[config.mk]
export PLATFORM = sky130hd
export DESIGN_NAME = tracebuf_sink
export DESIGN_NICKNAME = d
export VERILOG_FILES = /design/src/rtl/tracebuf_pkg.sv /design/src/rtl/tracebuf_ram.sv /design/src/rtl/tracebuf_regs.sv /design/src/rtl/tracebuf_seq.sv /design/src/rtl/tracebuf_sink.sv
export SDC_FILE = /design/constraint.sdc
export NUM_CORES = 2
export LEC_CHECK = 0
export BUFFER_PORTS_ARGS = -buffer_cell sky130_fd_sc_hd__clkbuf_2
export CORE_AREA = 2 2 484 486
export CTS_CLUSTER_DIAMETER = 200
export DETAILED_ROUTE_END_ITERATION = 7
export DIE_AREA = 0 0 486 488
export GPL_ROUTABILITY_DRIVEN = 0
export GPL_TIMING_DRIVEN = 1
export PLACE_DENSITY = 0.54
export SYNTH_ARGS = -nofsm -noshare
export SYNTH_HDL_FRONTEND = slang
export SYNTH_SLANG_ARGS = --single-unit
[constraint.sdc]
create_clock -name clk -period 4.8 [get_ports clk]
set_input_delay 0.72 -clock clk [delete_from_list [all_inputs] [get_ports clk]]
set_output_delay 0.72 -clock clk [all_outputs]
set_load 0.01 [all_outputs]
[src/rtl/tracebuf_pkg.sv]
package tracebuf_pkg;

  localparam logic [11:0] TB_OFF_DEPTH  = 12'h004;
  localparam logic [11:0] TB_OFF_STAT   = 12'h00C;
  localparam logic [11:0] TB_OFF_RDAT   = 12'h010;
  localparam logic [11:0] TB_OFF_RPTR   = 12'h014;
  localparam logic [11:0] TB_OFF_WPTR   = 12'h018;
  localparam logic [11:0] TB_OFF_TRG    = 12'h01C;
  localparam logic [11:0] TB_OFF_CTL    = 12'h020;
  localparam logic [11:0] TB_OFF_WDAT   = 12'h024;
  localparam logic [11:0] TB_OFF_FSTAT  = 12'h300;
  localparam logic [11:0] TB_OFF_FCTL   = 12'h304;

  localparam int TB_FC_FMT   = 0;
  localparam int TB_FC_FLUSH = 6;
  localparam int TB_FC_SFL   = 12;
  localparam int TB_FC_STRG  = 13;

  typedef enum logic [1:0] {
    TB_RUN   = 2'd0,
    TB_FLUSH = 2'd1,
    TB_TSTOP = 2'd2,
    TB_HALT  = 2'd3
  } tb_state_e;

endpackage

[src/rtl/tracebuf_ram.sv]
module tracebuf_ram #(
  parameter int DW    = 32,
  parameter int DEPTH = 64,
  localparam int AW   = $clog2(DEPTH)
) (
  input  logic          clk,
  input  logic          we,
  input  logic [AW-1:0] waddr,
  input  logic [DW-1:0] wdata,
  input  logic [AW-1:0] raddr,
  output logic [DW-1:0] rdata
);

  logic [DW-1:0] mem [DEPTH];

  always_ff @(posedge clk) begin
    if (we) begin
      mem[waddr] <= wdata;
    end
  end

  assign rdata = mem[raddr];

endmodule

[src/rtl/tracebuf_regs.sv]
module tracebuf_regs
  import tracebuf_pkg::*;
#(
  parameter int DW     = 32,
  parameter int DEPTH  = 64,
  parameter int ADDR_W = 12,
  parameter int TRG_W  = 16,
  localparam int AW    = $clog2(DEPTH)
) (
  input  logic              bus_en,
  input  logic              bus_we,
  input  logic [ADDR_W-1:0] bus_addr,
  output logic [DW-1:0]     bus_rdata,
  output logic              wr_ctl,
  output logic              wr_fctl,
  output logic              wr_trg,
  output logic              wr_wptr,
  output logic              wr_rptr,
  output logic              wr_wdat,
  output logic              rd_rdat,
  input  logic              cap_en,
  input  logic              fmt_en,
  input  logic              flush_man,
  input  logic              stop_on_flush,
  input  logic              stop_on_trig,
  input  logic              full,
  input  logic              halted,
  input  logic              draining,
  input  logic [AW-1:0]     wptr,
  input  logic [AW-1:0]     rptr,
  input  logic [TRG_W-1:0]  trg_cnt,
  input  logic [DW-1:0]     ram_rdata
);

  logic wr_s;
  logic rd_s;
  logic [DW-1:0] fctl_word;

  assign wr_s = bus_en & bus_we;
  assign rd_s = bus_en & ~bus_we;

  assign wr_ctl  = wr_s && (bus_addr == ADDR_W'(TB_OFF_CTL));
  assign wr_fctl = wr_s && (bus_addr == ADDR_W'(TB_OFF_FCTL));
  assign wr_trg  = wr_s && (bus_addr == ADDR_W'(TB_OFF_TRG));
  assign wr_wptr = wr_s && (bus_addr == ADDR_W'(TB_OFF_WPTR));
  assign wr_rptr = wr_s && (bus_addr == ADDR_W'(TB_OFF_RPTR));
  assign wr_wdat = wr_s && (bus_addr == ADDR_W'(TB_OFF_WDAT));
  assign rd_rdat = rd_s && (bus_addr == ADDR_W'(TB_OFF_RDAT));

  always_comb begin
    fctl_word             = '0;
    fctl_word[TB_FC_FMT]   = fmt_en;
    fctl_word[TB_FC_FLUSH] = flush_man;
    fctl_word[TB_FC_SFL]   = stop_on_flush;
    fctl_word[TB_FC_STRG]  = stop_on_trig;
  end

  always_comb begin
    bus_rdata = '0;
    if (rd_s) begin
      unique case (bus_addr)
        ADDR_W'(TB_OFF_DEPTH): bus_rdata = DW'(DEPTH);
        ADDR_W'(TB_OFF_STAT):  bus_rdata = {{(DW-1){1'b0}}, full};
        ADDR_W'(TB_OFF_RDAT):  bus_rdata = ram_rdata;
        ADDR_W'(TB_OFF_RPTR):  bus_rdata = {{(DW-AW){1'b0}}, rptr};
        ADDR_W'(TB_OFF_WPTR):  bus_rdata = {{(DW-AW){1'b0}}, wptr};
        ADDR_W'(TB_OFF_TRG):   bus_rdata = {{(DW-TRG_W){1'b0}}, trg_cnt};
        ADDR_W'(TB_OFF_CTL):   bus_rdata = {{(DW-1){1'b0}}, cap_en};
        ADDR_W'(TB_OFF_FSTAT): bus_rdata = {{(DW-2){1'b0}}, (halted | ~cap_en), draining};
        ADDR_W'(TB_OFF_FCTL):  bus_rdata = fctl_word;
        default:               bus_rdata = '0;
      endcase
    end
  end

endmodule

[src/rtl/tracebuf_seq.sv]
module tracebuf_seq
  import tracebuf_pkg::*;
#(
  parameter int DW          = 32,
  parameter int DEPTH       = 64,
  parameter int FRAME_WORDS = 4,
  parameter int TRG_W       = 16,
  localparam int AW         = $clog2(DEPTH)
) (
  input  logic             clk,
  input  logic             rst_n,
  input  logic             tr_valid,
  input  logic [DW-1:0]    tr_data,
  input  logic             tr_trig,
  input  logic             wr_ctl,
  input  logic             wr_fctl,
  input  logic             wr_trg,
  input  logic             wr_wptr,
  input  logic             wr_rptr,
  input  logic             wr_wdat,
  input  logic             rd_rdat,
  input  logic [DW-1:0]    bus_wdata,
  output logic             cap_en,
  output logic             fmt_en,
  output logic             flush_man,
  output logic             stop_on_flush,
  output logic             stop_on_trig,
  output logic             full,
  output logic             halted,
  output logic             draining,
  output logic [AW-1:0]    wptr,
  output logic [AW-1:0]    rptr,
  output logic [TRG_W-1:0] trg_cnt,
  output logic             ram_we,
  output logic [AW-1:0]    ram_waddr,
  output logic [DW-1:0]    ram_wdata
);

  localparam int FB = (FRAME_WORDS > 1) ? $clog2(FRAME_WORDS) : 1;
  localparam logic [AW-1:0] LAST = AW'(DEPTH - 1);

  tb_state_e        st_q, st_d;
  logic             cap_en_d, fmt_en_d, flush_d, sfl_d, strg_d;
  logic             full_d, armed_q, armed_d;
  logic [AW-1:0]    wptr_d, rptr_d;
  logic [TRG_W-1:0] trg_d;

  logic bus_owns_wp;
  logic misaligned;
  logic pad_need;
  logic pad_we;
  logic cap_we;
  logic trg_expired;
  logic flush_done;
  logic unused_bits;

  assign unused_bits = ^{bus_wdata[DW-1:TB_FC_STRG+1]};

  function automatic logic [AW-1:0] ring_inc(input logic [AW-1:0] p);
    return (p == LAST) ? '0 : p + AW'(1);
  endfunction

  assign bus_owns_wp = wr_wdat | wr_wptr;
  assign misaligned  = (wptr[FB-1:0] != '0);
  assign pad_need    = cap_en & misaligned;
  assign trg_expired = armed_q & stop_on_trig & (trg_cnt == '0);

  assign pad_we = pad_need & ((st_q == TB_FLUSH) | (st_q == TB_TSTOP)) & ~bus_owns_wp;
  assign cap_we = tr_valid & cap_en & (st_q == TB_RUN) & ~trg_expired & ~bus_owns_wp;

  assign ram_we    = wr_wdat | pad_we | cap_we;
  assign ram_waddr = wptr;
  assign ram_wdata = wr_wdat ? bus_wdata : (pad_we ? '0 : tr_data);

  assign flush_done = flush_man & (((st_q == TB_FLUSH) & ~pad_need) | (st_q == TB_HALT));

  assign halted   = (st_q == TB_HALT);
  assign draining = (st_q == TB_FLUSH) | (st_q == TB_TSTOP);

  // pointer, flag and counter next state
  always_comb begin
    wptr_d = wptr;
    if (wr_wptr) begin
      wptr_d = bus_wdata[AW-1:0];
    end else if (ram_we) begin
      wptr_d = ring_inc(wptr);
    end

    full_d = full;
    if (wr_wptr) begin
      full_d = 1'b0;
    end else if (ram_we && (wptr == LAST)) begin
      full_d = 1'b1;
    end

    rptr_d = rptr;
    if (wr_rptr) begin
      rptr_d = bus_wdata[AW-1:0];
    end else if (rd_rdat) begin
      rptr_d = ring_inc(rptr);
    end

    trg_d = trg_cnt;
    if (wr_trg) begin
      trg_d = bus_wdata[TRG_W-1:0];
    end else if (cap_we && armed_q && (trg_cnt != '0)) begin
      trg_d = trg_cnt - TRG_W'(1);
    end

    armed_d = armed_q;
    if (wr_ctl) begin
      armed_d = 1'b0;
    end else if ((st_q == TB_RUN) && cap_en && tr_trig && stop_on_trig) begin
      armed_d = 1'b1;
    end
  end

  // configuration next state
  always_comb begin
    cap_en_d = wr_ctl  ? bus_wdata[0]           : cap_en;
    fmt_en_d = wr_fctl ? bus_wdata[TB_FC_FMT]   : fmt_en;
    sfl_d    = wr_fctl ? bus_wdata[TB_FC_SFL]   : stop_on_flush;
    strg_d   = wr_fctl ? bus_wdata[TB_FC_STRG]  : stop_on_trig;
    if (wr_fctl && bus_wdata[TB_FC_FLUSH]) begin
      flush_d = 1'b1;
    end else if (flush_done) begin
      flush_d = 1'b0;
    end else begin
      flush_d = flush_man;
    end
  end

  // sequencer next state
  always_comb begin
    st_d = st_q;
    if (wr_ctl) begin
      st_d = TB_RUN;
    end else begin
      unique case (st_q)
        TB_RUN: begin
          if (flush_man) begin
            st_d = TB_FLUSH;
          end else if (trg_expired) begin
            st_d = TB_TSTOP;
          end
        end
        TB_FLUSH: begin
          if (!pad_need) begin
            st_d = stop_on_flush ? TB_HALT : TB_RUN;
          end
        end
        TB_TSTOP: begin
          if (!pad_need) begin
            st_d = TB_HALT;
          end
        end
        default: st_d = TB_HALT;
      endcase
    end
  end

  always_ff @(posedge clk or negedge rst_n) begin
    if (!rst_n) begin
      st_q          <= TB_RUN;
      cap_en        <= 1'b0;
      fmt_en        <= 1'b0;
      flush_man     <= 1'b0;
      stop_on_flush <= 1'b0;
      stop_on_trig  <= 1'b0;
      full          <= 1'b0;
      armed_q       <= 1'b0;
      wptr          <= '0;
      rptr          <= '0;
      trg_cnt       <= '0;
    end else begin
      st_q          <= st_d;
      cap_en        <= cap_en_d;
      fmt_en        <= fmt_en_d;
      flush_man     <= flush_d;
      stop_on_flush <= sfl_d;
      stop_on_trig  <= strg_d;
      full          <= full_d;
      armed_q       <= armed_d;
      wptr          <= wptr_d;
      rptr          <= rptr_d;
      trg_cnt       <= trg_d;
    end
  end

endmodule

[src/rtl/tracebuf_sink.sv]
module tracebuf_sink #(
  parameter int DW          = 32,
  parameter int DEPTH       = 64,
  parameter int FRAME_WORDS = 4,
  parameter int TRG_W       = 16,
  parameter int ADDR_W      = 12
) (
  input  logic              clk,
  input  logic              rst_n,
  input  logic              bus_en,
  input  logic              bus_we,
  input  logic [ADDR_W-1:0] bus_addr,
  input  logic [DW-1:0]     bus_wdata,
  output logic [DW-1:0]     bus_rdata,
  input  logic              tr_valid,
  input  logic [DW-1:0]     tr_data,
  input  logic              tr_trig
);

  localparam int AW = $clog2(DEPTH);

  logic [1:0]       rst_pipe;
  logic             rst_sync_n;
  logic             wr_ctl, wr_fctl, wr_trg, wr_wptr, wr_rptr, wr_wdat, rd_rdat;
  logic             cap_en, fmt_en, flush_man, stop_on_flush, stop_on_trig;
  logic             full, halted, draining;
  logic [AW-1:0]    wptr, rptr;
  logic [TRG_W-1:0] trg_cnt;
  logic             ram_we;
  logic [AW-1:0]    ram_waddr;
  logic [DW-1:0]    ram_wdata, ram_rdata;

  always_ff @(posedge clk or negedge rst_n) begin
    if (!rst_n) begin
      rst_pipe <= 2'b00;
    end else begin
      rst_pipe <= {rst_pipe[0], 1'b1};
    end
  end
  assign rst_sync_n = rst_pipe[1];

  tracebuf_regs #(
    .DW(DW), .DEPTH(DEPTH), .ADDR_W(ADDR_W), .TRG_W(TRG_W)
  ) u_regs (
    .bus_en(bus_en), .bus_we(bus_we), .bus_addr(bus_addr), .bus_rdata(bus_rdata),
    .wr_ctl(wr_ctl), .wr_fctl(wr_fctl), .wr_trg(wr_trg), .wr_wptr(wr_wptr),
    .wr_rptr(wr_rptr), .wr_wdat(wr_wdat), .rd_rdat(rd_rdat),
    .cap_en(cap_en), .fmt_en(fmt_en), .flush_man(flush_man),
    .stop_on_flush(stop_on_flush), .stop_on_trig(stop_on_trig),
    .full(full), .halted(halted), .draining(draining),
    .wptr(wptr), .rptr(rptr), .trg_cnt(trg_cnt), .ram_rdata(ram_rdata)
  );

  tracebuf_seq #(
    .DW(DW), .DEPTH(DEPTH), .FRAME_WORDS(FRAME_WORDS), .TRG_W(TRG_W)
  ) u_seq (
    .clk(clk), .rst_n(rst_sync_n),
    .tr_valid(tr_valid), .tr_data(tr_data), .tr_trig(tr_trig),
    .wr_ctl(wr_ctl), .wr_fctl(wr_fctl), .wr_trg(wr_trg), .wr_wptr(wr_wptr),
    .wr_rptr(wr_rptr), .wr_wdat(wr_wdat), .rd_rdat(rd_rdat), .bus_wdata(bus_wdata),
    .cap_en(cap_en), .fmt_en(fmt_en), .flush_man(flush_man),
    .stop_on_flush(stop_on_flush), .stop_on_trig(stop_on_trig),
    .full(full), .halted(halted), .draining(draining),
    .wptr(wptr), .rptr(rptr), .trg_cnt(trg_cnt),
    .ram_we(ram_we), .ram_waddr(ram_waddr), .ram_wdata(ram_wdata)
  );

  tracebuf_ram #(
    .DW(DW), .DEPTH(DEPTH)
  ) u_ram (
    .clk(clk), .we(ram_we), .waddr(ram_waddr), .wdata(ram_wdata),
    .raddr(rptr), .rdata(ram_rdata)
  );

endmodule

After elaboration in Yosys (flattened, before gate mapping)
Memory sizes are Yosys's and may differ from the RTL's. Index checks and enable logic that the tools add are counted.

Memories kept: 1. Bits in registers: 39. Bits in writable memories: 2048.

$add $sub $neg: 3. Bitwise operators: 24. Muxes and demuxes: 27. Reductions and logical operators: 25. Eq/ne operators: 18.

Memory list: u_ram.mem (depth 64, width 32, rd ports 1, clocked after memory_dff 0, write ports 1, line tracebuf_ram.sv:14) `logic [DW-1:0] mem [DEPTH];`.

Operators with widths (number): $pmux W32 S9 (1); $mux W32 (3); $eq A12 B5 Y1 const B (4); $mux W6 (6); $mux W16 (2); $eq A12 B10 Y1 const B (2); $eq A12 B6 Y1 const B (2); $logic_not A16 Y1 (1); $reduce_bool A16 Y1 (1); $sub A16 B1 Y16 const B (1); $logic_and A1 B1 Y1 (14); $reduce_bool A2 Y1 (7); $and A1 B1 Y1 (13); $add A6 B1 Y6 const B (2); $eq A12 B3 Y1 const B (1); $eq A12 B4 Y1 const B (1); $eq A6 B6 Y1 const B (2); $mux W2 (6); $mux W1 (8); $ne A3 B2 Y1 const B (2); $or A1 B1 Y1 (6); $pmux W2 S3 (1); $not A1 Y1 (5); $eq A2 B2 Y1 const B (2); other kinds (4) (4).

Depth between registers and ports, before layout
Depth after elaboration: 10. Depth in mapped cells: 10. Gate-level depth less buffers: 8.

Cells and area by module
A second synthesis with hierarchy kept.

Cells, all modules: 3729. Area total of the unflattened synthesis: 81543.2 um2.

Modules (own cells, without submodules): tracebuf_ram (cells each 3292, seq. area each 61499.0 um2, instances 1, area an instance 77874.7 um2); tracebuf_seq (cells each 313, seq. area each 925.9 um2, instances 1, area an instance 2701.3 um2); tracebuf_regs (cells each 121, seq. area each 0.0 um2, instances 1, area an instance 913.4 um2); tracebuf_sink (cells each 3, seq. area each 50.0 um2, instances 1, area an instance 53.8 um2).

Worst setup path before layout
OpenSTA, ideal clock, no wires.

Path kind: input port to flip-flop. From: in bus_addr[3]. To: mem u_ram.mem[0][6] (data pin). Slack: -0.226 ns. Stages on the path: 5. Arrival: 4.322 ns. Required time: 4.096 ns. Path through: buf_2 nor4b_1 clkbuf_1 nand4_1 o21ai_0.

Cells in the longest elaborated chain, start to end: 7.

Ends and longest elaborated chain: start, declared (line tracebuf_sink.sv:12) `input logic [ADDR_W-1:0] bus_addr,`; $eq A12 B6 Y1 or $eq A12 B5 Y1 (tied branches) (line tracebuf_regs.sv:47, tracebuf_regs.sv:45); $logic_and A1 B1 Y1 (on tied branches) (line tracebuf_regs.sv:47, tracebuf_regs.sv:45); $or A1 B1 Y1 (line tracebuf_seq.sv:63) `assign bus_owns_wp = wr_wdat | wr_wptr;`; $not A1 Y1 (line tracebuf_seq.sv:68) `assign pad_we = pad_need & ((st_q == TB_FLUSH) | (st_q == TB_TSTOP)) & ~bus_owns_wp;`; $and A1 B1 Y1 (line tracebuf_seq.sv:68); $mux W32 (line tracebuf_seq.sv:73) `assign ram_wdata = wr_wdat ? bus_wdata : (pad_we ? '0 : tr_data);`; $mux W32 * (line tracebuf_seq.sv:73); named net ram_wdata[6] (line tracebuf_sink.sv:31) `logic [DW-1:0] ram_wdata, ram_rdata;`; end, declared (line tracebuf_ram.sv:14).

The timed path passes the listed nets; every way through them passes the cells marked *.

Worst setup path in the final report
From: reg u_seq.rptr[0]. To: out bus_rdata[3].

Cells in the longest elaborated chain, start to end: 3.

Ends and longest elaborated chain: start, declared (line tracebuf_seq.sv:32) `output logic [AW-1:0] rptr,`; start signal, assigned (line tracebuf_seq.sv:185) `rptr <= rptr_d;`; $mem_v2 Z64 W32; $pmux W32 S9 (line tracebuf_regs.sv:61) `unique case (bus_addr)`; $mux W32 (line tracebuf_regs.sv:60) `if (rd_s) begin`; end, declared (line tracebuf_sink.sv:14) `output logic [DW-1:0] bus_rdata,`.

No other way between the ends.

==> impl_metrics.toml <==
[floorplanning]
die_w_um = 486
die_h_um = 488
num_rows = 177
dieArea_um2 = 237200
ios = 114
coreArea_um2 = 231900
start_util = 0.3492

[setup_path]
r2r_start = "u_seq.ram_waddr[0]$_DFFE_PN0P_"
critPathRequiredTime_ns = 4.08
endpoint_kind = "primary output"
cpPeakStageDelay_ns = 0.64
start_kind = "flip-flop"
cp_num_cells = 10
setup.worst_path.start = "u_seq.rptr[0]$_DFFE_PN0P_"
path_cells = "buf_4, buf_16, mux4_2, nand2_1, nand2_1, a222oi_1, o221ai_1, buf_4, a31o_1, clkbuf_2"
worst_path_max_delay_cell = "a222oi_1"
critPathBufInv = 4
crit_type = "reg -> out"
cp.arrival_ns = 4.00
crit_path_max_fanout = 18
rrSetupSlack_ns = 0.65
r2r_cells = 10
critPathTopFamily = "compound AO/OA/AOI/OAI gates"

[synthesis]
synth.top_cell.area_share = 0.7596
syn_area_per_cell_um2 = 21.50
synthArstFlopShare = 0.01869
synth-adder-area-share = 0.001391
synth_edf_count = 2048
synth_seq_cells = 2087
yosys-top-cells-count = "2048 x edfxtp_1, 522 x mux4_2, 145 x nor2_1"
synth_area_um2 = 80960
syn_inst = 3766
yosys.area.top_type = "edfxtp_1"
yosysMostFrequentCell = "edfxtp_1"
ys_types = 70
synth.area.mux_share = 0.1545
ys_seq_area_frac = 0.7717
synth_warnings = 0
synth_area_leaders = "edfxtp_1 76%, mux4_2 15%, dfrtp_1 1.2%"
ys.flop_type = "edfxtp_1"
synth_xor_area_frac = 0.001839
synth_simple_gate_area_share = 0.02919
synth-compound-area-share = 0.03041
syn_nets = 3857
synth_top_family_by_area = "multiplexers"

[sta]
fin_hold_ws_ns = 0.1632
period_share = 0.9824
max-slew-margin-rel = 0.1300
worst_pin_slew_ns = 1.305
setup_viol = 0
drv_slew = 0
hold_viol = 0
skew_ns = 0.03389
period_needed_ns = 4.715
max_freq_mhz = 212.1

[placed_design]
port_buffers = 113
dpl-instance-area_um2 = 87240
hpwl_um = 131500
placedCellCount = 6950

[final_layout]
fillers = 20320
stdcell_count = 7351
nets = 4234
synthToLayoutAreaGrowth_pct = 16.29
fin_area_um2 = 94150
drive_above_1_share = 0.3018

[clock_network]
clockBufferDepth = 3
clk_latency_ns = 0.85
cts.sinks = 2087
clkSlewWorstSetupHoldPaths_ns = 0.07
htreeDepth = 4
cts_tree = "built"
cts-root-buf = "clkbuf_16"
cts_buffers = 213

[power]
totalPowerFinal_mw = 36.26
leakagePower_nw = 28.84
p_per_area_nw_per_um2 = 385.1
irDropWorstVdd_mv = 0.3646

[detailed_routing]
vias_per_cell = 5.527
routed_wl_um = 218500
drt_pass1_iterations = 7
wl_per_cell_um = 29.72
postRouteAntennaNets = 0
num_vias = 40630
drc = 0
drt_iter0_drc = 4635

[global_routing]
grt_pass1_vias = 41200
antenna_found_initial = 7
grt_overflow = 0
grt_usage = 0.1823
grt_max_degree = 65
grt_pass1_wl_um = 310300

[outcome]
status = "finished clean"

[hold_path]
whs_path_depth = 2
holdCritPathClass = "in -> reg"
min_from = "bus_wdata[12]"

[flow_run]
cap_violations = 0
==> per-layer routing <==
layer  track usage  part of all wire
met2        0.2823              0.46
met4       0.04777             0.022
met1        0.2581              0.44
met3       0.04325             0.075
met5      0.004899           0.00077
==> flip-flops by register name (all words and copies together), names as in the netlist, 2 cells and up <==
name / flops
u_seq.st_q: 2
rst_pipe: 2
u_ram.mem: 2048
u_seq.rptr: 6
u_seq.trg_cnt: 16
u_seq.ram_waddr: 6
==> cell type report <==
type / count / area [µm²] / share of cell area
Sequential cell: 2087 / 62490 / 0.6638
Multi-Input combinational cell: 1464 / 18260 / 0.1940
Clock buffer: 273 / 5598 / 0.05946
Tap cell: 3043 / 3807 / 0.04044
Timing Repair Buffer: 359 / 3012 / 0.03199
Clock inverter: 106 / 904.6 / 0.009608
Inverter: 18 / 72.57 / 0.0007708
Antenna cell: 1 / 2.502 / 0.00002658
==> stage by stage <==
stage	util	TNS (ns)	setup WS (ns)
CTS	0.4049	0	0.0002394
global route	0.4060	-0.006943	-0.005477
detailed placement	0.3762	0	0.2424
global placement	0.3762	0	0.2480
floorplan	-	0	0.5037
finish	0.4060	0	0.08461
==> final timing paths <==
kind / end
worst max-delay path: bus_rdata[3]
worst min-delay path: u_seq.stop_on_flush$_DFFE_PN0P_
worst max register to register: u_ram.mem[45][31]$_DFFE_PP_
worst min register to register: rst_pipe[1]$_DFF_PN0_
max in group asynchronous: u_seq.rptr[0]$_DFFE_PN0P_
min in group asynchronous: rst_pipe[1]$_DFF_PN0_
==> cell usage in the layout, fill, tap and decap left out, drive strengths merged, types with 8 or more instances in the layout <==
master / count
a22oi: 98
a22o: 35
ha: 9
nand2: 143
nor4: 13
mux2i: 67
or4: 8
buf: 242
edfxtp: 2048
dfrtp: 39
xnor2: 9
xor2: 8
or3: 24
inv: 23
nor2b: 26
o221ai: 16
clkbuf: 389
nand3: 34
nor2: 145
nor3: 26
o21ai: 35
o22ai: 39
mux4: 522
a21oi: 68
a31oi: 17
clkinv: 91
nand4: 15
==> timing repair <==
item                                    CTS  global route
cloned                                    0             3
setup buffers                             6            11
endpoints found under the hold margin     2             0
endpoints found under the setup margin   30            19
pin swaps                                 1             1
hold buffers                              1             0
gates resized for setup                  12            18
==> power by group <==
| group | switching (mW) | leakage (nW) | internal, mW | total, mW |
|---|---|---|---|---|
| logic | 0.465 | 6.79 | 0.160 | 0.625 |
| registers | 0.0285 | 18.9 | 20.0 | 20.0 |
| clock network | 6.97 | 3.16 | 8.62 | 15.6 |
| total | 7.47 | 28.8 | 28.8 | 36.3 |
==> kinds of logic after synthesis <==
kind of cell	count (synthesis)
flip-flops	2087
multiplexers	596
AND/OR/NAND/NOR	486
AO/OA/AOI/OAI	355
buffers and inverters	215
XOR/XNOR	17
adder cells (fa/ha/maj)	9
other	1
Power figures use the tool's default switching activity.
